File: config.mk
export PLATFORM = sky130hd
export DESIGN_NAME = fmt_stream_enc
export DESIGN_NICKNAME = d
export VERILOG_FILES = /design/src/rtl/fmt_stream_enc.sv
export SDC_FILE = /design/constraint.sdc
export NUM_CORES = 1
export LEC_CHECK = 0
export CORE_MARGIN = 2
export CORE_UTILIZATION = 43
export DETAILED_ROUTE_END_ITERATION = 8
export DONT_BUFFER_PORTS = 1
export PLACE_DENSITY = 0.61
export SYNTH_ARGS = -nofsm -noshare
export SYNTH_HDL_FRONTEND = slang
export SYNTH_SLANG_ARGS = --single-unit
File: constraint.sdc
create_clock -name clk -period 5.1 [get_ports clk]
set_clock_uncertainty 0.15 [all_clocks]
set_input_delay 0.255 -clock clk [delete_from_list [all_inputs] [get_ports clk]]
set_output_delay 0.255 -clock clk [all_outputs]
set_load 0.03 [all_outputs]
File: src/rtl/fmt_stream_enc.sv
module fmt_stream_enc #(
  parameter logic [7:0]  SYNC_CODE = 8'hF5,
  parameter logic [7:0]  CRC_CODE  = 8'hF7,
  parameter logic [7:0]  SYNC_BYTE = 8'hA1,
  parameter logic [7:0]  FILL_BYTE = 8'h00,
  parameter logic [15:0] CRC_POLY  = 16'h1021,
  parameter logic [15:0] CRC_INIT  = 16'hFFFF,
  parameter int          SYNC_RUN  = 3
) (
  input  logic       clk,
  input  logic       rst_n,
  input  logic       start,
  input  logic       index_in,
  input  logic       byte_tick,
  input  logic       host_wr,
  input  logic [7:0] host_data,
  output logic       busy,
  output logic       drq,
  output logic       lost,
  output logic       out_valid,
  output logic [7:0] out_byte,
  output logic       out_mark
);

  function automatic logic [15:0] crc_step(input logic [15:0] c, input logic [7:0] b);
    logic [15:0] r;
    r = c;
    for (int i = 7; i >= 0; i--)
      r = {r[14:0], 1'b0} ^ ((r[15] ^ b[i]) ? CRC_POLY : 16'h0000);
    return r;
  endfunction

  function automatic logic [15:0] crc_after_sync();
    logic [15:0] r;
    r = CRC_INIT;
    for (int i = 0; i < SYNC_RUN; i++) r = crc_step(r, SYNC_BYTE);
    return r;
  endfunction

  localparam logic [15:0] SYNC_CRC = crc_after_sync();

  typedef enum logic [1:0] {S_IDLE, S_ARMED, S_WRITE} st_t;

  st_t         st;
  logic        idx_q, full, lo_pend;
  logic [7:0]  hold;
  logic [15:0] crc;

  wire       idx_rise = index_in & ~idx_q;
  wire [7:0] cur      = full ? hold : FILL_BYTE;

  assign busy = (st != S_IDLE);
  assign drq  = busy & ~full;

  always_ff @(posedge clk) begin
    if (!rst_n) begin
      st        <= S_IDLE;
      idx_q     <= 1'b0;
      full      <= 1'b0;
      lo_pend   <= 1'b0;
      hold      <= 8'h00;
      crc       <= CRC_INIT;
      lost      <= 1'b0;
      out_valid <= 1'b0;
      out_byte  <= 8'h00;
      out_mark  <= 1'b0;
    end else begin
      idx_q     <= index_in;
      out_valid <= 1'b0;
      case (st)
        S_IDLE: if (start) begin
          st      <= S_ARMED;
          full    <= 1'b0;
          lost    <= 1'b0;
          lo_pend <= 1'b0;
          crc     <= CRC_INIT;
        end
        S_ARMED: if (idx_rise) st <= S_WRITE;
        S_WRITE: begin
          if (idx_rise) begin
            st      <= S_IDLE;
            lo_pend <= 1'b0;
          end else if (byte_tick) begin
            out_valid <= 1'b1;
            if (lo_pend) begin
              out_byte <= crc[7:0];
              out_mark <= 1'b0;
              lo_pend  <= 1'b0;
            end else begin
              full <= 1'b0;
              if (!full) lost <= 1'b1;
              if (cur == SYNC_CODE) begin
                out_byte <= SYNC_BYTE;
                out_mark <= 1'b1;
                crc      <= SYNC_CRC;
              end else if (cur == CRC_CODE) begin
                out_byte <= crc[15:8];
                out_mark <= 1'b0;
                lo_pend  <= 1'b1;
              end else begin
                out_byte <= cur;
                out_mark <= 1'b0;
                crc      <= crc_step(crc, cur);
              end
            end
          end
        end
        default: st <= S_IDLE;
      endcase
      if (host_wr && st != S_IDLE) begin
        hold <= host_data;
        full <= 1'b1;
      end
    end
  end

  p_drq_on_start_r2: assert property (@(posedge clk) disable iff (!rst_n)
    $rose(busy) |-> drq);

  p_armed_quiet_r3: assert property (@(posedge clk) disable iff (!rst_n)
    (st == S_ARMED) |=> !out_valid);

  p_mark_is_sync_r5: assert property (@(posedge clk) disable iff (!rst_n)
    (out_valid && out_mark) |-> (out_byte == SYNC_BYTE));

  p_crc_lo_no_consume_r6: assert property (@(posedge clk) disable iff (!rst_n)
    (st == S_WRITE && lo_pend && byte_tick && !idx_rise && full && !host_wr) |=> full);

  p_write_clears_drq_r8: assert property (@(posedge clk) disable iff (!rst_n)
    (busy && host_wr) |=> !drq);

  p_lost_sticky_r9: assert property (@(posedge clk) disable iff (!rst_n)
    (lost && !(st == S_IDLE && start)) |=> lost);

  p_idle_quiet_r10: assert property (@(posedge clk) disable iff (!rst_n)
    !busy |=> !out_valid);

endmodule

Word level (Yosys, flattened, before mapping)
Cells that the tools add are included.
{ "totals": {"ff_bits": 40, "word_cells": 105, "inputBits": 14, "output_inout_bits": 13} }
{ "classes": {"bitwise": 23, "reduce_logical": 12, "eq_ne": 17, "n_mux": 43} }
{ "op_table": {"columns": ["cell", "n"], "rows": [
  ["$xor A16 B13 Y16", 8],
  ["$mux W13", 8],
  ["$mux W16", 6],
  ["$mux W8", 4],
  ["$pmux W16 S2", 1],
  ["$ne A3 B3 Y1 const B", 6],
  ["$mux W1", 17],
  ["$eq A8 B8 Y1 const B", 2],
  ["$ne A2 B2 Y1 const B", 7],
  ["$reduce_and A6 Y1", 2],
  ["$reduce_and A3 Y1", 3],
  ["$xor A1 B1 Y1", 8],
  ["$mux W2", 3],
  ["$pmux W1 S2", 3],
  ["$pmux W2 S3", 1],
  ["$not A1 Y1", 5],
  ["$reduce_and A5 Y1", 1],
  ["$reduce_bool A2 Y1", 2],
  ["$reduce_bool A3 Y1", 1],
  ["$reduce_or A3 Y1", 1],
  ["$and A1 B1 Y1", 2],
  ["$eq A2 B1 Y1 const B", 1],
  ["$eq A2 B2 Y1 const B", 1],
  ["$logic_not A2 Y1", 1],
  ["$logic_and A1 B1 Y1", 1]
]} }

Longest topological paths before layout
{ "logic_depth": {"depth_word": 31, "ltp_mapped": 8, "depth_no_buf": 5} }

Worst setup path before layout
Ideal clock, no wire load.
{ "synth_path": {"path_kind": "register to register", "start": "register st[1]", "end": "register crc[14]", "arrival_ns": 1.430, "setup_slack_ns": 3.403, "path_buffers": 2, "stages_incl_launch_ff": 7, "setup_ns": 0.117, "cell_sequence": "dfxtp_1 buf_4 nor2b_2 buf_4 nand3_2 or4_4 o22a_1"} }
{ "synth_via": {"elab_chain_len": 3, "word_cells_on_any_way": 10, "classes_between": "eq/ne: 6; mux: 1; reduce/logical: 3"} }
{ "synth_lines": {"columns": ["item", "line", "rtl"], "rows": [
  ["start: declaration", "44", "st_t st;"],
  ["start signal: assignment", "57", "st <= S_IDLE;"],
  ["start signal: assignment", "72", "st <= S_ARMED;"],
  ["start signal: assignment", "78", "S_ARMED: if (idx_rise) st <= S_WRITE;"],
  ["$eq A2 B2 Y1 or $logic_not A2 Y1 (tied branches)", "70", "case (st)"],
  ["$ne A3 B3 Y1 (no source line) (tied with other cells)", null, null],
  ["$reduce_and A6 Y1 (no source line)", null, null],
  ["end signal: assignment", "103", "crc <= crc_step(crc, cur);"],
  ["end: declaration", "47", "logic [15:0] crc;"]
]} }
Several ways; a longest one is shown, not always the timed one.
A chain may end at the register's enable or synchronous reset.

Final worst setup path
{ "layout_path": {"start": "register full", "end": "register crc[12]"} }
{ "layout_via": {"elab_chain_len": 17, "word_cells_on_any_way": 25, "classes_between": "eq/ne: 3; mux: 10; bitwise: 11; reduce/logical: 1"} }
{ "layout_lines": {"columns": ["item", "line", "rtl"], "rows": [
  ["start: declaration", "45", "logic idx_q, full, lo_pend;"],
  ["start signal: assignment", "59", "full <= 1'b0;"],
  ["start signal: assignment", "73", "full <= 1'b0;"],
  ["start signal: assignment", "90", "full <= 1'b0;"],
  ["$mux W8 *", "50", "wire [7:0] cur = full ? hold : FILL_BYTE;"],
  ["$xor A1 B1 Y1", "29", "r = {r[14:0], 1'b0} ^ ((r[15] ^ b[i]) ? CRC_POLY : 16'h0000);"],
  ["$mux W13", "29", null],
  ["$xor A16 B13 Y16 (8 in a row)", "29", null],
  ["$mux W16", "96", "end else if (cur == CRC_CODE) begin"],
  ["$mux W16", "92", "if (cur == SYNC_CODE) begin"],
  ["$mux W16", "85", "if (lo_pend) begin"],
  ["$mux W16", "83", "end else if (byte_tick) begin"],
  ["$mux W16", "80", "if (idx_rise) begin"],
  ["$pmux W16 S2", "70", null]
]} }
Mark *: on every way between the ends. The rest lies on a longest branch, timed or not. The select of a mux whose other input is x is not followed.

==> results summary <==
After synthesis, the cell types taking the most area are sky130_fd_sc_hd__dfxtp_1 (39%), sky130_fd_sc_hd__xnor2_1 (6.8%), sky130_fd_sc_hd__nor2_1 (5.2%), sky130_fd_sc_hd__xor2_1 (4.6%), sky130_fd_sc_hd__mux2i_1 (3.9%). The number of flops mapped to enable cells by yosys came out at 0. Of the cells placed in the final design, the portion with a size suffix greater than 1 is a little over a tenth. The total routing usage reported by global routing is 20.5%. The total of flip-flops plus latches after synthesis came out at 40.

In this run the vertical extent of the chip is about 73 µm. The leakage dissipation is about 0.87 nW. The HPWL after detailed placement is 3360 µm.

The die boundary width came out at between 70 and 80 µm. The count of buffers from port buffering came out at 0. Before antenna repair, the detailed router went through 4 iterations. OpenSTA, run right after detailed placement, puts the worst setup slack at between 2000 and 3000 ps. The tightest min-delay check is of the input pin to register type.

The remaining routing DRC violations came out at 0. Once the floorplan was initialized, standard cells occupied between 40% and 50% of the core. For the worst setup path, the data arrival time is 2290 ps. The part of the total power dissipated in the clock network came out at 39.5%. The floorplan step defined a die boundary enclosing ~5400 µm². The final count of hold timing violations is 0. The total clock buffers created by CTS came out at 5. The cts-stage hold buffer count came out at 11. After detailed routing, the number of vias per cell comes to 5.68. In the synthesized netlist, the cells that appear most often are sky130_fd_sc_hd__dfxtp_1 (40), sky130_fd_sc_hd__nor2_1 (29), sky130_fd_sc_hd__nand2_1 (19), sky130_fd_sc_hd__xnor2_1 (16), sky130_fd_sc_hd__xor2_1 (11).

The routability-driven placement congestion ratio came out at ~0.87. The instance count of the mapped netlist came out at 225. The detailed-route wire length came out at between 4000 and 5000 µm. The total number of yosys warnings is 0. In this run the remaining antenna-violating nets after routing total 0.

The final core utilization came out at 48.6%. The combinational power share is 9.3%. The worst setup path is captured at a register. The final routed wire length divided by cell count came out at approximately 17 µm. The root buffer selected by CTS is sky130_fd_sc_hd__clkbuf_8.

For the pin with the worst max-slew slack, the measured transition is between 700 and 800 ps. Synthesis instantiated 53 different standard cells from the library. The source-to-sink clock delay at the later pin of the worst-skew pair is about 300 ps.

The critical path is of the register to register type. The number of max-slew violations in the final report is 0. The CTS tree is yes. The number of diodes is 0.

Entering global routing, the biggest net connects 27 pins. In this run, placement finished with an instance count of 266. The floorplan has 25 rows. The post-synth net total came out at 239. The share of flip-flops with an asynchronous set or reset after synthesis came out at 0%. The analysis attributes to net switching a power of about 160 µW.

The number of buffers on the longest clock path is 2. The flow ran to the end, and the final reports show no timing, DRC or antenna violations. Yosys instantiated no cell more often than sky130_fd_sc_hd__dfxtp_1. In this run the mean area of a mapped cell was slightly above 9 µm². The flip-flop cell with the highest count after synthesis is sky130_fd_sc_hd__dfxtp_1. Setup violations remaining at the end of the flow were counted as 0.

CTS built an H-tree with a depth of 2. The detailed router finished its first iteration with around 100 violations. In this run switching power makes up around a quarter of total power. The area added between synthesis and finish came out at 9.95%. Static timing analysis puts the maximum clock frequency at approximately 450 MHz. Headroom to the max-slew limit came out at about half. The number of maximum-capacitance violations is 0. The global-route congestion overflow total came out at 0. The number of top-level design ports came out at 27. The total number of vias is 1618. sky130_fd_sc_hd__dfxtp_1 takes more of the synthesized area than any other cell.

The final standard cell count with taps included and fillers excluded is between 200 and 300. The cell-internal power came out at a little under 500 µW. The number of nets in the layout is 244. Across the VDD grid, the largest voltage drop is 0.178 mV. The via count of the first global-routing pass is around 1600. Sequential cells account for about half of the total power.

The number of antenna violations at the first check in global routing came to 0. Setup repair after global routing left no endpoint under its margin. The post-layout minimum cycle time is 2230 ps.

The worst setup path is launched from a register. The endpoint required time on the critical path is between 5000 and 6000 ps. The final-layout setup total negative slack came out at 0 ps. The floorplan step defined a core boundary enclosing roughly 4700 µm². Once the clock tree was built, the setup fixing pass inserted 0 buffers.

The CTS sink count is 40. The number of gates resized after CTS came out at 0. The synthesized design devotes to its leading area cell type 38.6% of total area. The clock transition at the registers of the reported paths came out at ~80 ps. The power density over cell area is around 290 nW/µm². The maximum fanout encountered on the critical timing path came out at 21. The mapped cell area came out at between 2000 and 2500 µm². After synthesis, flip-flops and latches occupy roughly two fifths of the total area. The final cycle utilization of the critical path is a little over two fifths.

The worst path meets setup with 2870 ps of slack. The first-pass GRT wire length is around 8300 µm.
-- per-layer routing --
metal | track usage [%] | share of wire (%)
met1 | 27.4 | 47
met2 | 31.5 | 47
met3 | 5.08 | 4.5
met4 | 8.08 | 1.9
met5 | 0 | 0
-- worst paths after layout --
path	from	to	slack, ps	depth (start not counted)
setup reg to reg	full$_SDFFE_PN0P_	crc[12]$_SDFFE_PN1P_	2870	6
hold / removal	rst_n	crc[3]$_SDFFE_PN1P_	10	2
hold reg to reg	crc[3]$_SDFFE_PN1P_	crc[3]$_SDFFE_PN1P_	390	1
setup / recovery	full$_SDFFE_PN0P_	crc[12]$_SDFFE_PN1P_	2870	6
-- kinds of logic (layout without fill, tap and decap cells) --
family | Yosys count | after routing | synth area share, %
simple gates | 78 | 78 | 21.5
mux | 9 | 9 | 4.40
buf+inv | 19 | 25 | 5.07
compound gates | 52 | 52 | 19.1
flops | 40 | 40 | 38.6
xor+xnor | 27 | 27 | 11.4
-- sequential cells by signal (all words and copies together) (netlist names) --
signal / cells
hold: 8
idx_q: 1
out_valid: 1
full: 1
lost: 1
lo_pend: 1
st: 2
out_byte: 8
crc: 16
out_mark: 1
-- layout by cell type (no fill, tap or decap), types with 2 or more instances in the layout --
master,n
sky130_fd_sc_hd__a211oi_1,4
sky130_fd_sc_hd__a21oi_1,7
sky130_fd_sc_hd__a22oi_1,2
sky130_fd_sc_hd__a31oi_1,2
sky130_fd_sc_hd__a32oi_1,4
sky130_fd_sc_hd__and2_1,2
sky130_fd_sc_hd__and3_2,4
sky130_fd_sc_hd__clkbuf_8,5
sky130_fd_sc_hd__dfxtp_1,40
sky130_fd_sc_hd__dlygate4sd3_1,11
sky130_fd_sc_hd__inv_1,4
sky130_fd_sc_hd__mux2i_1,8
sky130_fd_sc_hd__nand2_1,19
sky130_fd_sc_hd__nand2b_1,2
sky130_fd_sc_hd__nand4_1,2
sky130_fd_sc_hd__nor2_1,29
sky130_fd_sc_hd__nor2b_1,3
sky130_fd_sc_hd__nor3_4,2
sky130_fd_sc_hd__o2111ai_1,2
sky130_fd_sc_hd__o211a_1,2
sky130_fd_sc_hd__o21ai_0,5
sky130_fd_sc_hd__o21ai_1,4
sky130_fd_sc_hd__o22a_1,6
sky130_fd_sc_hd__o311ai_0,2
sky130_fd_sc_hd__o31a_1,3
sky130_fd_sc_hd__or3_1,4
sky130_fd_sc_hd__xnor2_1,16
sky130_fd_sc_hd__xor2_1,11
-- area by class of cell --
cell class / count / area, µm²
multi-input cells: 166 / 1170
inverters: 5 / 18.8
well taps: 54 / 67.6
clock buffers: 6 / 72.6
flip-flops and latches: 40 / 801
fillers: 457 / 2410
clock inverters: 2 / 35.0
repair buffers: 12 / 118
-- through the flow --
| stage | hold slack, ps | power, mW | cell area, µm² |
|---|---|---|---|
| floorplan | 202 | 0.390 | 2070 |
| global placement | 189 | 0.395 | 2060 |
| detailed placement | 193 | 0.395 | 2060 |
| CTS | 12.2 | 0.658 | 2280 |
| global route | 27.4 | 0.683 | 2280 |
| finish | 12.8 | 0.656 | 2280 |
-- power groups by stage --
stage	Clock, mW	Combinational [mW]	Sequential, mW
after detailed placement	0	0.0524	0.342
after global placement	0	0.0521	0.343
final	0.259	0.0611	0.335
after global routing	0.278	0.0677	0.337
after floorplan	0	0.0548	0.335
after CTS	0.263	0.0606	0.335
-- worst max-delay path, cell delays in order, from the launching register on --
cell,delay (ps)
sky130_fd_sc_hd__dfxtp_1,680
sky130_fd_sc_hd__nand4b_4,210
sky130_fd_sc_hd__nor3_4,310
sky130_fd_sc_hd__a221oi_2,100
sky130_fd_sc_hd__buf_4,230
sky130_fd_sc_hd__or3_1,330
sky130_fd_sc_hd__o211a_1,130
Power figures use the tool's default switching activity.
